### config.mk
export PLATFORM = sky130hd
export DESIGN_NAME = tl_scheduler
export DESIGN_NICKNAME = d
export VERILOG_FILES = /design/src/rtl/tl_pkg.sv /design/src/rtl/tl_table.sv /design/src/rtl/tl_timebase.sv /design/src/rtl/tl_slot.sv /design/src/rtl/tl_scheduler.sv
export SDC_FILE = /design/constraint.sdc
export NUM_CORES = 2
export LEC_CHECK = 0
export BUFFER_PORTS_ARGS = -buffer_cell sky130_fd_sc_hd__clkbuf_2
export CORE_AREA = 2 2 461 372
export DETAILED_ROUTE_END_ITERATION = 7
export DIE_AREA = 0 0 463 374
export PLACE_DENSITY = 0.76
export REMOVE_ABC_BUFFERS = 1
export SKIP_CTS_REPAIR_TIMING = 1
export SYNTH_ARGS = -nofsm -noshare
export SYNTH_HDL_FRONTEND = slang
export SYNTH_SLANG_ARGS = --single-unit
### constraint.sdc
create_clock -name clk -period 5.75 [get_ports clk]
set_input_delay 0.2875 -clock clk [delete_from_list [all_inputs] [get_ports clk]]
set_output_delay 0.2875 -clock clk [all_outputs]
set_load 0.02 [all_outputs]
### src/rtl/tl_pkg.sv
// Package: shared types for the local timeline scheduler.
// Assumes: nothing beyond standard SystemVerilog.
package tl_pkg;
    // Source of the event loaded into the output slot in a cycle
    typedef enum logic [1:0] {
        SRC_NONE  = 2'd0,
        SRC_ENTRY = 2'd1,
        SRC_RESET = 2'd2
    } tl_src_e;
endpackage

### src/rtl/tl_table.sv
// Module: tl_table
// Holds the (time, code) schedule. Writes are refused while locked.
// Assumes: the caller keeps its own count of valid entries; contents are not
// cleared by reset, and entries must be written before use.
module tl_table #(
    parameter int TIME_W = 32,
    parameter int EV_W   = 8,
    parameter int DEPTH  = 64,
    localparam int AW    = $clog2(DEPTH)
) (
    input  logic              clk,
    input  logic              lock,
    input  logic              wr_en,
    input  logic [AW-1:0]     wr_addr,
    input  logic [TIME_W-1:0] wr_time,
    input  logic [EV_W-1:0]   wr_code,
    input  logic [AW-1:0]     rd_addr,
    output logic [TIME_W-1:0] rd_time,
    output logic [EV_W-1:0]   rd_code
);
    logic [TIME_W-1:0] time_mem [DEPTH];
    logic [EV_W-1:0]   code_mem [DEPTH];

    // Store an entry only while the scheduler is stopped
    always_ff @(posedge clk) begin
        if (wr_en && !lock) begin
            time_mem[wr_addr] <= wr_time;
            code_mem[wr_addr] <= wr_code;
        end
    end

    // Combinational read of the entry under the pointer
    always_comb begin
        rd_time = time_mem[rd_addr];
        rd_code = code_mem[rd_addr];
    end
endmodule

### src/rtl/tl_timebase.sv
// Module: tl_timebase
// Microsecond count since the last reset event; wraps to zero at the end tick.
// Assumes: tick is a single-cycle strobe; cycle_len is stable while running.
module tl_timebase #(
    parameter int TIME_W = 32
) (
    input  logic              clk,
    input  logic              rst_n,
    input  logic              run,
    input  logic              tick,
    input  logic [TIME_W-1:0] cycle_len,
    output logic [TIME_W-1:0] now,
    output logic              at_end
);
    // End of cycle reached when the count equals the programmed length
    always_comb at_end = (now == cycle_len);

    // Count ticks, restart after the end tick, hold at zero when stopped
    always_ff @(posedge clk) begin
        if (!rst_n || !run)
            now <= '0;
        else if (tick)
            now <= at_end ? '0 : now + TIME_W'(1);
    end


    idle_hold_chk: assert property (@(posedge clk) disable iff (!rst_n)
        (run && $past(run) && !$past(tick)) |-> $stable(now));
endmodule

### src/rtl/tl_slot.sv
// Module: tl_slot
// One-deep output register with valid/ready handshake toward the encoder.
// Assumes: load is raised only when free is high.
module tl_slot #(
    parameter int EV_W = 8
) (
    input  logic            clk,
    input  logic            rst_n,
    input  logic            run,
    input  logic            load,
    input  logic [EV_W-1:0] load_code,
    input  logic            ready,
    output logic            valid,
    output logic [EV_W-1:0] code,
    output logic            free
);
    // Slot can take a new event if empty or being drained this cycle
    always_comb free = !valid || ready;

    // Load, drain or clear the held event
    always_ff @(posedge clk) begin
        if (!rst_n || !run) begin
            valid <= 1'b0;
            code  <= '0;
        end else if (load) begin
            valid <= 1'b1;
            code  <= load_code;
        end else if (ready) begin
            valid <= 1'b0;
        end
    end


    hold_stable_chk: assert property (@(posedge clk) disable iff (!rst_n)
        (run && valid && !ready) |=> (!run || (valid && $stable(code))));
endmodule

### src/rtl/tl_scheduler.sv
// Module: tl_scheduler (top)
// Walks a sorted event table against a microsecond timeline, issuing one event
// per tick and a reset event at the end of each cycle.
// Assumes: table sorted by ascending time; tick_us is a one-cycle 1 MHz strobe.
module tl_scheduler
    import tl_pkg::*;
#(
    parameter int TIME_W = 32,
    parameter int EV_W   = 8,
    parameter int DEPTH  = 64,
    localparam int AW    = $clog2(DEPTH),
    localparam int PW    = AW + 1
) (
    input  logic              clk,
    input  logic              rst_n,
    input  logic              enable,
    input  logic              tick_us,
    input  logic [TIME_W-1:0] cycle_len,
    input  logic [EV_W-1:0]   reset_code,
    input  logic [PW-1:0]     num_entries,
    input  logic              wr_en,
    input  logic [AW-1:0]     wr_addr,
    input  logic [TIME_W-1:0] wr_time,
    input  logic [EV_W-1:0]   wr_code,
    input  logic              ev_ready,
    output logic              ev_valid,
    output logic [EV_W-1:0]   ev_code
);
    logic [TIME_W-1:0] now;
    logic              at_end;
    logic [PW-1:0]     ptr;
    logic [TIME_W-1:0] ent_time;
    logic [EV_W-1:0]   ent_code;
    logic              slot_free;
    logic              rst_pend;
    logic              end_tick;
    logic              entry_due;
    tl_src_e           src;

    tl_table #(.TIME_W(TIME_W), .EV_W(EV_W), .DEPTH(DEPTH)) u_table (
        .clk(clk), .lock(enable), .wr_en(wr_en), .wr_addr(wr_addr),
        .wr_time(wr_time), .wr_code(wr_code), .rd_addr(ptr[AW-1:0]),
        .rd_time(ent_time), .rd_code(ent_code)
    );

    tl_timebase #(.TIME_W(TIME_W)) u_timebase (
        .clk(clk), .rst_n(rst_n), .run(enable), .tick(tick_us),
        .cycle_len(cycle_len), .now(now), .at_end(at_end)
    );

    // End-of-cycle tick and whether the pointed entry is due
    always_comb begin
        end_tick  = enable && tick_us && at_end;
        entry_due = (ptr < num_entries) && (ent_time <= now);
    end

    // Choose what enters the output slot: pending/end reset first, then entry
    always_comb begin
        src = SRC_NONE;
        if (enable && slot_free) begin
            if (rst_pend || end_tick)
                src = SRC_RESET;
            else if (tick_us && entry_due)
                src = SRC_ENTRY;
        end
    end

    // Remember a reset event that met a full slot
    always_ff @(posedge clk) begin
        if (!rst_n || !enable)
            rst_pend <= 1'b0;
        else if (src == SRC_RESET)
            rst_pend <= 1'b0;
        else if (end_tick)
            rst_pend <= 1'b1;
    end

    // Table pointer: restart at cycle end, advance on each emitted entry
    always_ff @(posedge clk) begin
        if (!rst_n || !enable)
            ptr <= '0;
        else if (end_tick)
            ptr <= '0;
        else if (src == SRC_ENTRY)
            ptr <= ptr + PW'(1);
    end

    tl_slot #(.EV_W(EV_W)) u_slot (
        .clk(clk), .rst_n(rst_n), .run(enable),
        .load(src != SRC_NONE),
        .load_code((src == SRC_RESET) ? reset_code : ent_code),
        .ready(ev_ready), .valid(ev_valid), .code(ev_code), .free(slot_free)
    );


    stop_clear_chk: assert property (@(posedge clk) disable iff (!rst_n)
        !enable |=> (!ev_valid && now == '0 && ptr == '0));

    ptr_restart_chk: assert property (@(posedge clk) disable iff (!rst_n)
        end_tick |=> (!enable || ptr == '0));

    pend_release_chk: assert property (@(posedge clk) disable iff (!rst_n)
        (enable && rst_pend && slot_free) |=>
            (!enable || (ev_valid && ev_code == $past(reset_code))));
endmodule

## Yosys cells after proc, flatten, opt, wreduce, memory -nomap -nowiden

Memories as Yosys holds them, arrays and structs flattened. A register that Yosys moved wholly into a read port is not among the register bits.
Index checks and enable logic that the tools add are counted.

| storage, ports and cells | value |
|---|---|
| RAM bits | 2560 |
| bits in read-only memories | 0 |
| input bits | 99 |
| logic and storage cells | 43 |
| flip-flop bits (word level) | 49 |
| bits in latches | 0 |
| output and inout port bits | 9 |
| memories | 2 |

| cells by class | value |
|---|---|
| $add $sub $neg | 2 |
| multiply operators | 0 |
| bitwise logic cells | 0 |
| reductions and logical operators | 16 |
| equality and inequality tests | 3 |
| shifts and indexed selects | 0 |
| order comparisons | 2 |
| multiplexer cells | 13 |
| divide/modulo/power cells | 0 |

Memories:

| name | depth | bits a word | rd ports | clocked after Yosys merged registers in | write ports | line | RTL |
|---|---|---|---|---|---|---|---|
| u_table.time_mem | 64 | 32 | 1 | 1 | 1 | tl_table.sv:21 | `logic [TIME_W-1:0] time_mem [DEPTH];` |
| u_table.code_mem | 64 | 8 | 1 | 1 | 1 | tl_table.sv:22 | `logic [EV_W-1:0] code_mem [DEPTH];` |

Operators by type and width:

| kind | number |
|---|---|
| adder 32 x 1 -> 32 bit, second input constant | 1 |
| == test 32 bit | 1 |
| <= comparator 32 bit | 1 |
| 2-to-1 mux 32 bit | 1 |
| 2-to-1 mux 6 bit | 4 |
| 2-to-1 mux 8 bit | 1 |
| adder 7 x 1 -> 7 bit, second input constant | 1 |
| < comparator 7 bit | 1 |
| logical AND 1 bit | 6 |
| 2-to-1 mux 1 bit | 5 |
| 2-to-1 mux 2 bit | 2 |
| nonzero test 2 bit | 2 |
| OR reduction 2 bit | 2 |
| logical NOT 1 bit | 3 |
| logical OR 1 bit | 3 |
| == test 2 x 1 -> 1 bit, second input constant | 1 |
| == test 2 bit, second input constant | 1 |

## Logic depth before layout (Yosys ltp)

| depth | value |
|---|---|
| depth after elaboration | 9 |
| depth in mapped cells | 18 |
| gate-level depth less buffers | 13 |

## By module

A second synthesis with hierarchy kept.

| second synthesis, totals | value |
|---|---|
| cell total of the unflattened synthesis | 4476 |
| area total of the unflattened synthesis | 100776.7 sq um |

Modules (own cells, without submodules):

| module | times used | area an instance (sq um) | cells each | seq. area each (sq um) |
|---|---|---|---|---|
| tl_table | 1 | 97182.0 | 4053 | 76873.7 |
| tl_timebase | 1 | 1810.5 | 204 | 640.6 |
| tl_scheduler | 1 | 1463.9 | 189 | 160.2 |
| tl_slot | 1 | 320.3 | 30 | 180.2 |

## Worst setup path before layout

Ideal clock, no wire load.

| timing path | value |
|---|---|
| path kind | reg2reg |
| start | register with a tool-made name |
| end | register with a tool-made name |
| data required time | 5.672 ns |
| period minus slack after synthesis | 4.790 ns |
| path buffers | 5 |
| library setup time | 0.078 ns |
| stages on the path, launching flop included | 18 |
| setup slack | 0.960 ns |
| arrival time | 4.713 ns |
| cells stage by stage | dfxtp_1 > buf_2 > clkbuf_1 > buf_2 > buf_2 > mux4_2 > mux4_2 > mux2i_1 > o21ai_1 > ha_1 > nand4_2 > nor4_2 > nand3_1 > or4_1 > o21a_2 > buf_6 > or4_1 > a21oi_1 |

==> flow_summary.ini <==
[finish]
multi_input_area_um2 = 21900
finalInstanceArea_um2 = 113000
n_fill_cell = 10059
seqCellArea_um2 = 78000
area_delta_synth_final_pct = 12.4
drive_gt1_share_pct = 31.7
nets = 4673

[synthesis]
synth-async-reset-ratio_pct = 0
synth_area_um2 = 100000
synth.distinct_cells = 49
synth_edf_count = 2560
synth_top_area_cell = edfxtp_1
avgSynthCellArea_um2 = 23.8
yosysMostFrequentCell = edfxtp_1
ys_warn_count = 0
synth-seq-cells = 2615
synth_top_area_share_pct = 76.5
seq_area_frac_synth_pct = 77.6
syn_inst = 4216
synthFlopType = edfxtp_1
synth_commonest_cells = edfxtp_1 (2,560), mux4_2 (793), nor2_1 (106), clkbuf_1 (104), buf_2 (78)
synth_area_leaders = edfxtp_1 (76%), mux4_2 (18%), dfxtp_1 (1.1%)

[die]
core_um2 = 168000
ios = 108
die_x_um = 463
rows = 135
die-area_um2 = 173000
die_h_um = 374
start_util_pct = 59.7

[timing]
period_needed_ns = 5.46
rsz0062_at_grt = no
slew_viol_final = 4
slew-limit-headroom_pct = -14.7
whs_ns = 0.00276
hold_viol = 0
worstMarginPinSlew_ns = 1.71
max_freq_mhz = 183
clock_skew_ns = 0.0512
setup_viol_count_final = 0
min_period_over_period_pct = 95.0

[worst_setup_path]
crit_family = simple AND/OR/NAND/NOR gates
cp_common_cell = mux4_2
crit_fanout = 56
worstPathArrival_ns = 6.21
path_buf_inv = 2
slowest_stage = mux4_2
path_class = reg2reg
regToRegSetupSlack_ns = 0.29
path_cells = buf_12 -> buf_4 -> mux4_2 -> mux4_2 -> mux4_2 -> ha_1 -> nand4_1 -> or2_2 -> or4_1 -> o21a_2 -> or4_1 -> a21oi_1
cp-start-kind = flip-flop
slowest_delay_ns = 0.60
cp_data_required_time_ns = 6.50
end_kind = flip-flop
rr_worst_depth = 12

[run_status]
outcome = finished with violations
violations = max-capacitance violations, max-slew violations

[global_route]
antenna_found_initial = 14
grt_pass1_vias = 49904
grt_pass1_wl_mm = 399
grt.overflow.total = 0
grt_use_total_pct = 33.9
grt_start_max_net_pins = 85

[detailed_routing]
first_pass_iters = 6
wl_per_cell_um = 41.7
avgViaCountPerCell = 7.31
ant_nets = 0
drc = 0
drt_iter0_markers = 9453
vias = 51138
routed_wirelength_mm = 292

[placement]
place_area_um2 = 106000
gp_congestion = 0.928
io_buffers = 107
dpl.hpwl_mm = 153

[clock_network]
cts_made_buffers = 230
clk_pin_slew_worst_paths_ns = 0.06
cts_root_buf = clkbuf_16
cts_sinks = 2615
cts_tree = done
clk_path_buf_depth = 3
htree_levels = 4
clk_latency_ns = 0.88

[hold_path]
holdPathEnd = rst_pend
min_from = ev_ready
min_path_cells = 3
hp-class = in2reg

[power]
p_sw_mw = 7.46
pwr-share-comb_pct = 1.7
swShare_pct = 20.3
seqPwrFrac_pct = 57.1
p_leak_nw = 33.8
internal-power_mw = 29.3
vdd.ir_drop.worst_v = 0.000451
clockPowerShare_pct = 41.2
power_density_nw_per_um2 = 326

[job]
cap_violations = 1
metrics by stage:
stage          power [mW]  utilization, %  setup WS, ns  TNS, ns  instances
5_1_grt              37.5            67.1        0.0973        0       6996
3_5_place_dp         22.0            62.7         0.470        0       6551
6_report             36.8            67.1         0.288        0       6999
3_3_place_gp         22.0            62.7         0.460        0       6551
2_1_floorplan        21.7               -        -24.24  -529.13       3997
4_1_cts              36.8            67.0         0.370        0       6976
power by group through the flow:
| stage | logic, mW | registers [mW] | clock network, mW |
|---|---|---|---|
| final | 0.615 | 21.0 | 15.2 |
| after global routing | 0.645 | 21.0 | 15.9 |
| after detailed placement | 0.590 | 21.4 | 0 |
| after floorplan | 0.298 | 21.4 | 0 |
| after global placement | 0.567 | 21.4 | 0 |
| after CTS | 0.594 | 21.0 | 15.2 |
flip-flops by register name, indices dropped and copies added (netlist names), named ones only:
register	cells
u_timebase.now	32
ptr	7
u_slot.code	8
u_table.time_mem	2048
rst_pend	1
u_slot.valid	1
u_table.code_mem	512
area by class of cell:
class                           instances  area share [%]
Antenna cell                           12          0.0266
Clock buffer                          273            5.26
Clock inverter                        152            1.19
Inverter                               40           0.133
Multi-Input combinational cell       1342            19.4
Sequential cell                      2615            69.1
Tap cell                             2260            2.50
Timing Repair Buffer                  305            2.40
worst register-to-register path, stage by stage (launching register included):
cell	delay (ns)
dfxtp_4	0.56
buf_12	0.39
buf_4	0.41
mux4_2	0.36
mux4_2	0.56
mux4_2	0.60
ha_1	0.39
nand4_1	0.14
or2_2	0.35
or4_1	0.57
o21a_2	0.27
or4_1	0.55
a21oi_1	0.21
kinds of logic (layout without fill, tap and decap cells):
| kind of cell | after synthesis | after routing | share of synthesized area (%) |
|---|---|---|---|
| multiplexers | 808 | 808 | 17.9 |
| flip-flops | 2615 | 2615 | 77.6 |
| AND/OR/NAND/NOR | 259 | 259 | 1.24 |
| other | 0 | 12 | 0 |
| adder cells (fa/ha/maj) | 40 | 40 | 0.498 |
| XOR/XNOR | 59 | 59 | 0.514 |
| buffers and inverters | 259 | 770 | 1.07 |
| AO/OA/AOI/OAI | 176 | 176 | 1.15 |
how the worst max path moves through the flow:
| stage | start | endpoint | slack (ns) | cells past startpoint |
|---|---|---|---|---|
| final | flip-flop | flip-flop | 0.29 | 12 |
| after CTS | flip-flop | flip-flop | 0.37 | 15 |
| after detailed placement | flip-flop | flip-flop | 0.47 | 12 |
| after global placement | flip-flop | flip-flop | 0.46 | 16 |
| after floorplan | flip-flop | flip-flop | -24.24 | 13 |
| after global routing | flip-flop | flip-flop | 0.1 | 16 |
layer usage:
metal / wire length, µm / share of wire (%) / vias up / global-route usage [%]
met1: 97600 / 33 / 26796 / 46.8
met5: 22 / 0.0075 / - / 0
met3: 42200 / 14 / 750 / 9.25
met4: 15600 / 5.3 / 4 / 16.0
li1: - / - / 18813 / -
met2: 136000 / 47 / 4775 / 51.2
placed cells by master (no fill, tap or decap), types with 10 or more instances in the layout:
| cell | count |
|---|---|
| xor2_1 | 30 |
| nor2_4 | 65 |
| clkinv_2 | 49 |
| diode_2 | 12 |
| clkbuf_16 | 231 |
| mux4_2 | 793 |
| dlygate4sd3_1 | 10 |
| nor3_1 | 10 |
| clkbuf_1 | 42 |
| xnor2_1 | 29 |
| nor2_1 | 41 |
| bufinv_16 | 18 |
| clkbuf_2 | 107 |
| inv_1 | 39 |
| nand2_1 | 39 |
| ha_1 | 40 |
| clkinv_1 | 61 |
| buf_4 | 135 |
| dfxtp_1 | 49 |
| buf_12 | 53 |
| nor4_1 | 22 |
| o21ai_1 | 10 |
| edfxtp_1 | 2560 |
| a21oi_1 | 56 |
| nand4_1 | 19 |
| nand3_1 | 24 |
| a22oi_1 | 64 |
Note: power is estimated with default switching activity, not from simulation.
